**config.mk**
```make
export PLATFORM = sky130hd
export DESIGN_NAME = pwr_mode_ctrl
export DESIGN_NICKNAME = d
export VERILOG_FILES = /design/src/rtl/pmc_pkg.sv /design/src/rtl/pmc_rst_sync.sv /design/src/rtl/pmc_req_decode.sv /design/src/rtl/pmc_core_seq.sv /design/src/rtl/pwr_mode_ctrl.sv
export SDC_FILE = /design/constraint.sdc
export NUM_CORES = 1
export LEC_CHECK = 0
export BUFFER_PORTS_ARGS = -buffer_cell sky130_fd_sc_hd__clkbuf_2
export CORE_MARGIN = 1
export CORE_UTILIZATION = 52
export CTS_BUF_LIST = sky130_fd_sc_hd__clkbuf_16
export CTS_CLUSTER_SIZE = 30
export DETAILED_ROUTE_END_ITERATION = 8
export PLACE_DENSITY = 0.79
export SYNTH_ARGS = -nofsm -noshare
export SYNTH_HDL_FRONTEND = slang
export SYNTH_SLANG_ARGS = --single-unit
```
**constraint.sdc**
```tcl
create_clock -name clk -period 3.55 [get_ports clk]
set_input_delay 0.355 -clock clk [delete_from_list [all_inputs] [get_ports clk]]
set_output_delay 0.355 -clock clk [all_outputs]
set_load 0.02 [all_outputs]
```
**src/rtl/pmc_pkg.sv**
```systemverilog
package pmc_pkg;

  localparam int PM_MODE_W = 3;

  typedef enum logic [PM_MODE_W-1:0] {
    PM_RUN    = 3'd0,
    PM_DOZE   = 3'd1,
    PM_NAP    = 3'd2,
    PM_RETAIN = 3'd3,
    PM_OFF    = 3'd4
  } pm_mode_e;

  typedef struct packed {
    logic ram_pwr;
    logic core_pwr;
    logic cache_clk;
    logic core_clk;
  } pm_en_t;

  // Codes above the deepest mode fall back to full run.
  function automatic pm_mode_e pm_legalize(input logic [PM_MODE_W-1:0] raw);
    pm_mode_e m;
    case (raw)
      3'd1:    m = PM_DOZE;
      3'd2:    m = PM_NAP;
      3'd3:    m = PM_RETAIN;
      3'd4:    m = PM_OFF;
      default: m = PM_RUN;
    endcase
    return m;
  endfunction

  function automatic pm_en_t pm_en_of(input pm_mode_e m);
    pm_en_t e;
    case (m)
      PM_DOZE:   e = '{ram_pwr:1'b1, core_pwr:1'b1, cache_clk:1'b1, core_clk:1'b0};
      PM_NAP:    e = '{ram_pwr:1'b1, core_pwr:1'b1, cache_clk:1'b0, core_clk:1'b0};
      PM_RETAIN: e = '{ram_pwr:1'b1, core_pwr:1'b0, cache_clk:1'b0, core_clk:1'b0};
      PM_OFF:    e = '{ram_pwr:1'b0, core_pwr:1'b0, cache_clk:1'b0, core_clk:1'b0};
      default:   e = '{ram_pwr:1'b1, core_pwr:1'b1, cache_clk:1'b1, core_clk:1'b1};
    endcase
    return e;
  endfunction

endpackage

```
**src/rtl/pmc_rst_sync.sv**
```systemverilog
module pmc_rst_sync #(
  parameter int STAGES = 2
) (
  input  logic clk,
  input  logic rst_n,
  output logic rst_sync_n
);
  logic [STAGES-1:0] sync_q;

  always_ff @(posedge clk or negedge rst_n) begin
    if (!rst_n) sync_q <= '0;
    else        sync_q <= {sync_q[STAGES-2:0], 1'b1};
  end

  assign rst_sync_n = sync_q[STAGES-1];
endmodule

```
**src/rtl/pmc_req_decode.sv**
```systemverilog
module pmc_req_decode
  import pmc_pkg::*;
#(
  parameter int NUM_CORES = 8
) (
  input  logic [NUM_CORES-1:0]           wr_en,
  input  logic [PM_MODE_W*NUM_CORES-1:0] wr_data,
  output logic [NUM_CORES-1:0]           req_vld,
  output logic [PM_MODE_W*NUM_CORES-1:0] req_mode
);
  for (genvar c = 0; c < NUM_CORES; c++) begin : g_dec
    assign req_mode[c*PM_MODE_W +: PM_MODE_W] = pm_legalize(wr_data[c*PM_MODE_W +: PM_MODE_W]);
  end
  assign req_vld = wr_en;
endmodule

```
**src/rtl/pmc_core_seq.sv**
```systemverilog
module pmc_core_seq
  import pmc_pkg::*;
#(
  parameter int OFF_DLY    = 4,
  parameter int SETTLE_DLY = 3
) (
  input  logic     clk,
  input  logic     rst_n,
  input  logic     req_vld,
  input  pm_mode_e req_mode,
  output pm_en_t   en,
  output logic     busy,
  output pm_mode_e cur_mode
);
  localparam int MAX_DLY = (OFF_DLY > SETTLE_DLY) ? OFF_DLY : SETTLE_DLY;
  localparam int CNT_W   = $clog2(MAX_DLY + 1);

  pm_mode_e   cur_q, cur_d, tgt_q, tgt_d;
  pm_en_t     en_q, en_d, tgt_en, req_en;
  logic       busy_q, busy_d;
  logic [CNT_W-1:0] cnt_q, cnt_d;
  logic       accept, deeper, st_ld;

  assign req_en = pm_en_of(req_mode);
  assign tgt_en = pm_en_of(tgt_q);
  assign deeper = (req_mode > cur_q);
  assign accept = !busy_q && req_vld && (req_mode != cur_q);
  assign st_ld  = accept || busy_q;

  always_comb begin
    cur_d  = cur_q;
    tgt_d  = tgt_q;
    en_d   = en_q;
    busy_d = busy_q;
    cnt_d  = cnt_q;
    if (accept) begin
      busy_d = 1'b1;
      tgt_d  = req_mode;
      if (deeper) begin
        en_d.core_clk  = req_en.core_clk;
        en_d.cache_clk = req_en.cache_clk;
        cnt_d          = CNT_W'(OFF_DLY);
      end else begin
        en_d.core_pwr  = req_en.core_pwr;
        en_d.ram_pwr   = req_en.ram_pwr;
        cnt_d          = CNT_W'(SETTLE_DLY);
      end
    end else if (busy_q) begin
      if (cnt_q == CNT_W'(1)) begin
        en_d   = tgt_en;
        cur_d  = tgt_q;
        busy_d = 1'b0;
        cnt_d  = '0;
      end else begin
        cnt_d  = cnt_q - CNT_W'(1);
      end
    end
  end

  always_ff @(posedge clk or negedge rst_n) begin
    if (!rst_n) begin
      cur_q  <= PM_RUN;
      tgt_q  <= PM_RUN;
      en_q   <= '1;
      busy_q <= 1'b0;
      cnt_q  <= '0;
    end else if (st_ld) begin
      cur_q  <= cur_d;
      tgt_q  <= tgt_d;
      en_q   <= en_d;
      busy_q <= busy_d;
      cnt_q  <= cnt_d;
    end
  end

  assign en       = en_q;
  assign busy     = busy_q;
  assign cur_mode = cur_q;
endmodule

```
**src/rtl/pwr_mode_ctrl.sv**
```systemverilog
module pwr_mode_ctrl
  import pmc_pkg::*;
#(
  parameter int NUM_CORES  = 8,
  parameter int OFF_DLY    = 4,
  parameter int SETTLE_DLY = 3
) (
  input  logic                           clk,
  input  logic                           rst_n,
  input  logic [NUM_CORES-1:0]           pm_wr_en,
  input  logic [PM_MODE_W*NUM_CORES-1:0] pm_wr_data,
  output logic [NUM_CORES-1:0]           core_clk_en,
  output logic [NUM_CORES-1:0]           cache_clk_en,
  output logic [NUM_CORES-1:0]           core_pwr_en,
  output logic [NUM_CORES-1:0]           ram_pwr_en,
  output logic [NUM_CORES-1:0]           pm_busy,
  output logic [PM_MODE_W*NUM_CORES-1:0] pm_status
);
  logic                           rst_sync_n;
  logic [NUM_CORES-1:0]           req_vld;
  logic [PM_MODE_W*NUM_CORES-1:0] req_mode;

  pmc_rst_sync #(.STAGES(2)) u_rst (
    .clk(clk), .rst_n(rst_n), .rst_sync_n(rst_sync_n)
  );

  pmc_req_decode #(.NUM_CORES(NUM_CORES)) u_dec (
    .wr_en(pm_wr_en), .wr_data(pm_wr_data), .req_vld(req_vld), .req_mode(req_mode)
  );

  for (genvar c = 0; c < NUM_CORES; c++) begin : g_core
    pm_en_t   en;
    pm_mode_e cur;
    pmc_core_seq #(.OFF_DLY(OFF_DLY), .SETTLE_DLY(SETTLE_DLY)) u_seq (
      .clk      (clk),
      .rst_n    (rst_sync_n),
      .req_vld  (req_vld[c]),
      .req_mode (pm_mode_e'(req_mode[c*PM_MODE_W +: PM_MODE_W])),
      .en       (en),
      .busy     (pm_busy[c]),
      .cur_mode (cur)
    );
    assign core_clk_en[c]  = en.core_clk;
    assign cache_clk_en[c] = en.cache_clk;
    assign core_pwr_en[c]  = en.core_pwr;
    assign ram_pwr_en[c]   = en.ram_pwr;
    assign pm_status[c*PM_MODE_W +: PM_MODE_W] = cur;
  end
endmodule

```
# Word-level counts from Yosys, hierarchy flattened
# Cells that the tools add are included.
[classes]
n_mux = 120
reduce_logical = 88
n_addsub = 8
bitwise = 8
eq_ne = 128
order_cmp = 8
[op_table]
columns = ["cell", "n"]
rows = [
  ["one-hot mux 4 bit (4 select lines)", 16],
  ["== test 3 x 2 -> 1 bit, second input constant", 48],
  ["== test 3 x 1 -> 1 bit, second input constant", 32],
  ["two-way mux 3 bit", 32],
  ["two-way mux 4 bit", 24],
  ["one-hot mux 3 bit (4 select lines)", 8],
  ["AND reduction 4 bit", 24],
  ["== test 3 bit, second input constant", 24],
  ["two-way mux 2 bit", 16],
  ["!= test 2 bit, second input constant", 16],
  ["AND reduction 2 bit", 16],
  ["nonzero test 2 bit", 16],
  ["> comparator 3 bit", 8],
  ["two-way mux 1 bit", 24],
  ["!= test 3 bit", 8],
  ["subtractor 3 x 1 -> 3 bit, second input constant", 8],
  ["logical AND 1 bit", 16],
  ["zero test 1 bit", 8],
  ["logical OR 1 bit", 8],
  ["NOT 1 bit", 8],
]
[totals]
word_cells = 425
out_inout_bits = 64
reg_bits = 114
inputBits = 34

# Logic depth before layout (Yosys ltp)
[depth]
ltp_word = 6
depth_mapped = 10
mapped_depth_nobuf = 9

# Modules after synthesis
# From an unflattened synthesis, not the netlist that was laid out.
[hier_totals]
hier_cells = 763
area_unflattened_um2 = 7190.6
[modules_own_cells]
columns = ["module", "seq_area_each_um2", "instances", "cells_per_inst", "area_per_inst_um2"]
rows = [
  ["pmc_core_seq", 355.3, 8, 91, 859.6],
  ["pmc_req_decode", 0.0, 1, 32, 260.2],
  ["pmc_rst_sync", 50.0, 1, 3, 53.8],
]

# Worst setup path before layout
# Ideal clock, no wire load.
[synth_path]
kind = "in2reg"
start = "input port pm_wr_data[19]"
end = "register g_core[6].u_seq.en_q (netlist bit g_core[6].u_seq.en[2])"
arrival_time_ns = 1.928
setup_time_ns = 0.089
cell_stages = 10
setup_slack_ns = 1.533
path_buffers = 1
required_time_ns = 3.461
path_cell_list = "nor2_1 -> nand2_1 -> inv_1 -> ha_1 -> nand3_1 -> nand3_1 -> clkbuf_1 -> nor3_1 -> nor3_1 -> a211oi_1"
[synth_between]
elab_chain_cells = 6
word_cells_on_any_way = 20
cone_classes = "order compare: 1; eq/ne: 10; mux: 4; reduce/logical: 5"
[synth_lines]
columns = ["item", "line", "source"]
rows = [
  ["start: declaration", "pwr_mode_ctrl.sv:11", "input logic [PM_MODE_W*NUM_CORES-1:0] pm_wr_data,"],
  ["== test 3 bit, or another cell as far along", "pmc_pkg.sv:23", "case (raw)"],
  ["one-hot mux 3 bit (4 select lines) (*)", "pmc_pkg.sv:23", ""],
  ["net g_core[6].u_seq.req_mode[2]", "pmc_core_seq.sv:10", "input pm_mode_e req_mode,"],
  ["== test 3 bit, or another cell as far along", "pmc_pkg.sv:35", "case (m)"],
  ["one-hot mux 4 bit (4 select lines) or logical AND 1 bit (tied branches)", "pmc_pkg.sv:35, pmc_core_seq.sv:27", ""],
  ["two-way mux 2 bit, or another cell as far along", "pmc_core_seq.sv:39", "if (deeper) begin"],
  ["two-way mux 4 bit or AND reduction 4 bit (tied branches)", "-", ""],
  ["end signal: assignment", "pmc_core_seq.sv:70", "en_q <= en_d;"],
  ["end: declaration", "pmc_core_seq.sv:19", "pm_en_t en_q, en_d, tgt_en, req_en;"],
]
# Mark *: on every way through the listed nets, which the timed path passes. The rest lies on a longest branch. The select of a mux whose other input is x is not followed.
# A chain may end at the register's enable or synchronous reset.

# Worst setup path after layout
[layout_path]
start = "input port pm_wr_data[4]"
end = "register g_core[1].u_seq.en_q (netlist bit g_core[1].u_seq.en[2])"
[layout_between]
elab_chain_cells = 6
word_cells_on_any_way = 20
cone_classes = "order compare: 1; eq/ne: 10; mux: 4; reduce/logical: 5"
[layout_lines]
columns = ["item", "line"]
rows = [
  ["== test 3 bit, or another cell as far along", "pmc_pkg.sv:23"],
  ["one-hot mux 3 bit (4 select lines) (*)", "pmc_pkg.sv:23"],
  ["net g_core[1].u_seq.req_mode[2]", "pmc_core_seq.sv:10"],
  ["== test 3 bit, or another cell as far along", "pmc_pkg.sv:35"],
  ["one-hot mux 4 bit (4 select lines) or logical AND 1 bit (tied branches)", "pmc_pkg.sv:35, pmc_core_seq.sv:27"],
  ["two-way mux 2 bit, or another cell as far along", "pmc_core_seq.sv:39"],
  ["two-way mux 4 bit or AND reduction 4 bit (tied branches)", "-"],
  ["end signal: assignment", "pmc_core_seq.sv:70"],
  ["end: declaration", "pmc_core_seq.sv:19"],
]
# Marks and branches as above.

==> impl_results.md <==
- Die boundary width: 113 um
- Overall die height: 113 um
- Area of the die: 12700 um^2
- Final total negative setup slack: 0 ps
- Post-route cell area: 7630 um^2
- Transition at the pin with the smallest max-transition slack: 853 ps
- Summed instance area of the synthesized netlist: 6390 um^2
- CP top delay family: simple AND/OR/NAND/NOR gates
- Crit path DAT: 2470 ps
- CP max FO: 15
- Final number of max-transition violations: 0
- Areal power density over the cells: 961 nW/um^2
- Synth warn: 0
- Layout Nets: 873
- Most frequent CP cell: sky130_fd_sc_hd__nand3b_1
- Source of the worst hold timing path: pm_wr_en[0]
- Worst supply voltage drop on vdd: 530 uV
- Clk root buf: sky130_fd_sc_hd__clkbuf_16
- Routability congestion estimate: 0.876
- Minimum period implied by the final worst setup slack: 2170 ps
- Number of remaining DRC errors: 0
- Avg WL per Cell: 14.4 um
- Relative slew margins: 42.7%
- Highest Clock Rate: 0.462 GHz
- Number of buffers inserted during clock tree synthesis: 17
- Critical path capture point type: flop
- Total count of hold-check failures in the final report: 0
- Largest net degree at the start of global routing: 66
- Initial core utilization: 53.2%
- Post-detail-place hpwl: 10300 um
- Post-route setup slack: 1380 ps
- Final antenna-violating net count: 0
- Total length of routed wires: 13800 um
- Total via count after detailed routing: 5423
- Clk Latency, worst-skew pair: 410 ps
- Largest cells by area after synthesis: sky130_fd_sc_hd__dfrtp_1 32%, sky130_fd_sc_hd__dfstp_2 13%, sky130_fd_sc_hd__ha_1 7.6%
- Gate count of the mapped netlist: 701
- Hold Slack: 233 ps
- Htree depth: 4
- Total of cells resized after clock tree synthesis: 0
- Global Route Usage Sum: 23.6%
- Lkg Pwr: 3.62 nW
- Number of antenna violations at the first check in global routing: 0
- Maximum capacitance violations: 0
- Post-route clock skew: 10.1 ps
- Share of Yosys cell area claimed by the top area cell type: 32.1%
- First DRT Iteration DRCs: 383
- Distinct cells, synth: 53
- Path type of the worst min-delay path: in2reg
- Sequence of cells on the critical path: clkbuf_2 > nor2_1 > nand2_1 > inv_1 > ha_1 > nand3_1 > nand3b_1 > nand3b_1 > a21boi_0 > o32ai_1
- Number of flip-flops and latches in the synthesized netlist: 114
- Fin crit share: 61.0%
- Clk sinks: 114
- Number of setup violations in the final report: 0
- Port Buf Inserts: 97
- I/O pins: 98
- Area Overhead vs Synth: 19.5%
- Post-placement cell area: 6980 um^2
- Number of cell rows: 40
- Worst R2R End: g_core[1].u_seq.en[2]
- Most area-hungry cell type in the Yosys netlist: sky130_fd_sc_hd__dfrtp_1
- TritonCTS clock tree: yes
- Synthesized netlist net count: 774
- Synthesized area divided by synthesized cell count: 9.11 um^2
- Setup repair after global routing missed its margin: no
- Floorplan Core Area: 12000 um^2
- Leading register cell type out of synthesis: sky130_fd_sc_hd__dfrtp_1
- Number of diodes added for antenna fixing: 0
- Crit path from: pm_wr_data[4]
- Clock transition at the registers of the reported paths: 50 ps
- Overall Power: 7.33 mW
- Pre-antenna DRT Iters: 4
- Vias in the first global route: 5308
- Logic depth of the worst register-to-register path: 7
- Result of the run: complete, no violations
- Global-route wire length before repair: 24000 um
- Congestion Overflow GR: 0
- Count of flip-flops with a built-in enable after synthesis: 0
- Maximum buffer depth of the clock tree: 2
- Hold path endpoint: g_core[0].u_seq.busy
- Bufs and invs on worst path: 2
- Post-CTS setup buffer count: 0
- Depth of the worst hold-timing path: 3
- Share of layout cells above drive strength 1: 22.5%
- Sequential fraction of the synthesis area: 45.3%
- Worst slack after detailed placement: 1020 ps
- Slowest stage cell, crit path: sky130_fd_sc_hd__nand3b_1
- Worst Path Required: 3850 ps
- Worst reg-to-reg setup slack: 1390 ps
- Category of the most critical setup path: in2reg
- Reg2reg start: g_core[1].u_seq.cur_mode[1]
- Longest individual stage delay on the worst path: 410 ps
- Synth async-reset ratio: 100%
- Type of element launching the critical path: input pin
- Number of vias per cell: 5.65
[synthesized netlist by cell type, types with 4 or more instances]
master / number
sky130_fd_sc_hd__or3_1: 6
sky130_fd_sc_hd__buf_4: 8
sky130_fd_sc_hd__nand2_1: 92
sky130_fd_sc_hd__o22a_1: 6
sky130_fd_sc_hd__a21oi_1: 67
sky130_fd_sc_hd__o21ai_0: 56
sky130_fd_sc_hd__o21a_1: 6
sky130_fd_sc_hd__ha_1: 39
sky130_fd_sc_hd__dfstp_2: 32
sky130_fd_sc_hd__nor2_1: 47
sky130_fd_sc_hd__nor2b_1: 20
sky130_fd_sc_hd__mux2i_1: 4
sky130_fd_sc_hd__nand2b_1: 15
sky130_fd_sc_hd__nor3_1: 12
sky130_fd_sc_hd__xnor2_1: 12
sky130_fd_sc_hd__mux2_2: 13
sky130_fd_sc_hd__inv_1: 69
sky130_fd_sc_hd__a221oi_1: 16
sky130_fd_sc_hd__and2_1: 8
sky130_fd_sc_hd__nand3b_1: 14
sky130_fd_sc_hd__a31oi_1: 4
sky130_fd_sc_hd__dfrtp_1: 82
sky130_fd_sc_hd__a211oi_1: 5
sky130_fd_sc_hd__clkbuf_1: 11
sky130_fd_sc_hd__nand3_1: 13
[routing by layer]
metal  vias up  track usage, %  share of wire [%]
met1      2594            29.4                 44
li1       2629               -                  -
met4         0            8.27                2.0
met5         -               0                  0
met2       173            39.3                 49
met3        27            6.59                5.0
[flip-flops by register name, summed over array words and instances, names as in the netlist]
register and flops:
g_core.u_seq.en 32, g_core.u_seq.cnt_q 24, g_core.u_seq.cur_mode 24, g_core.u_seq.tgt_q 24, g_core.u_seq.busy 8, u_rst.sync_q 2
[cell type report]
class,instances,area (um^2)
clock buffer,17,425
clock inverter,15,220
fill,996,4380
inverter,69,259
multi-input combinational,499,3130
sequential,114,2900
tap,147,184
timing repair buffer,99,515
[power by group]
part           internal (mW)  switching (mW)  total (mW)
Combinational           1.21            1.77        2.99
Clock                   1.30           0.567        1.86
Sequential              1.98           0.507        2.48
[how the worst max path moves through the flow]
stage                             to  slack (ps)  cells past startpoint
2_1_floorplan   g_core[0].u_seq.busy         190                      0
3_3_place_gp   g_core[6].u_seq.en[2]        1130                     10
3_5_place_dp   g_core[6].u_seq.en[2]        1020                     10
4_1_cts        g_core[6].u_seq.en[2]        1380                      7
5_1_grt        g_core[6].u_seq.en[2]        1120                      7
6_report       g_core[1].u_seq.en[2]        1380                     10
[worst reg2reg max path, stage by stage, from the launching register on]
cell	delay, ps
sky130_fd_sc_hd__dfrtp_1	350
sky130_fd_sc_hd__inv_1	60
sky130_fd_sc_hd__ha_1	300
sky130_fd_sc_hd__nand3_1	110
sky130_fd_sc_hd__nand3b_1	360
sky130_fd_sc_hd__nand3b_1	410
sky130_fd_sc_hd__a21boi_0	190
sky130_fd_sc_hd__o32ai_1	280
[stage by stage]
step,cells,util (%)
floorplan,701,-
detailed placement,927,58.1
finish,960,63.6
global route,960,63.6
CTS,960,63.6
global placement,927,58.1
[repair_timing]
| action | CTS | global route |
|---|---|---|
| endpoints found under the hold margin | 2 | 0 |
| hold buffers | 1 | 0 |
| setup endpoints to repair | 0 | 0 |
[logic make-up after synthesis]
group           Yosys count  synth area share (%)
simple gates            239                  18.2
compound gates          189                  18.3
flops                   114                  45.3
buf+inv                  88                  5.64
fa+ha+maj                39                  7.64
mux                      19                  3.27
xor+xnor                 12                  1.65
other cells               1                0.0587
[layout by cell type (no fill, tap or decap), drive strengths merged, types with 8 or more instances in the layout]
cell type and count:
inv 70, dfstp 32, nand2 92, o21ai 56, nand3 13, nor3 12, a21oi 68, nor2 47
mux2 15, clkinv 8, dfrtp 82, xnor2 12, nand2b 15, a221oi 16, clkbuf 114, nand3b 14
nor2b 20, and2 8, ha 39
No activity file was read; power rests on OpenSTA's default activity.
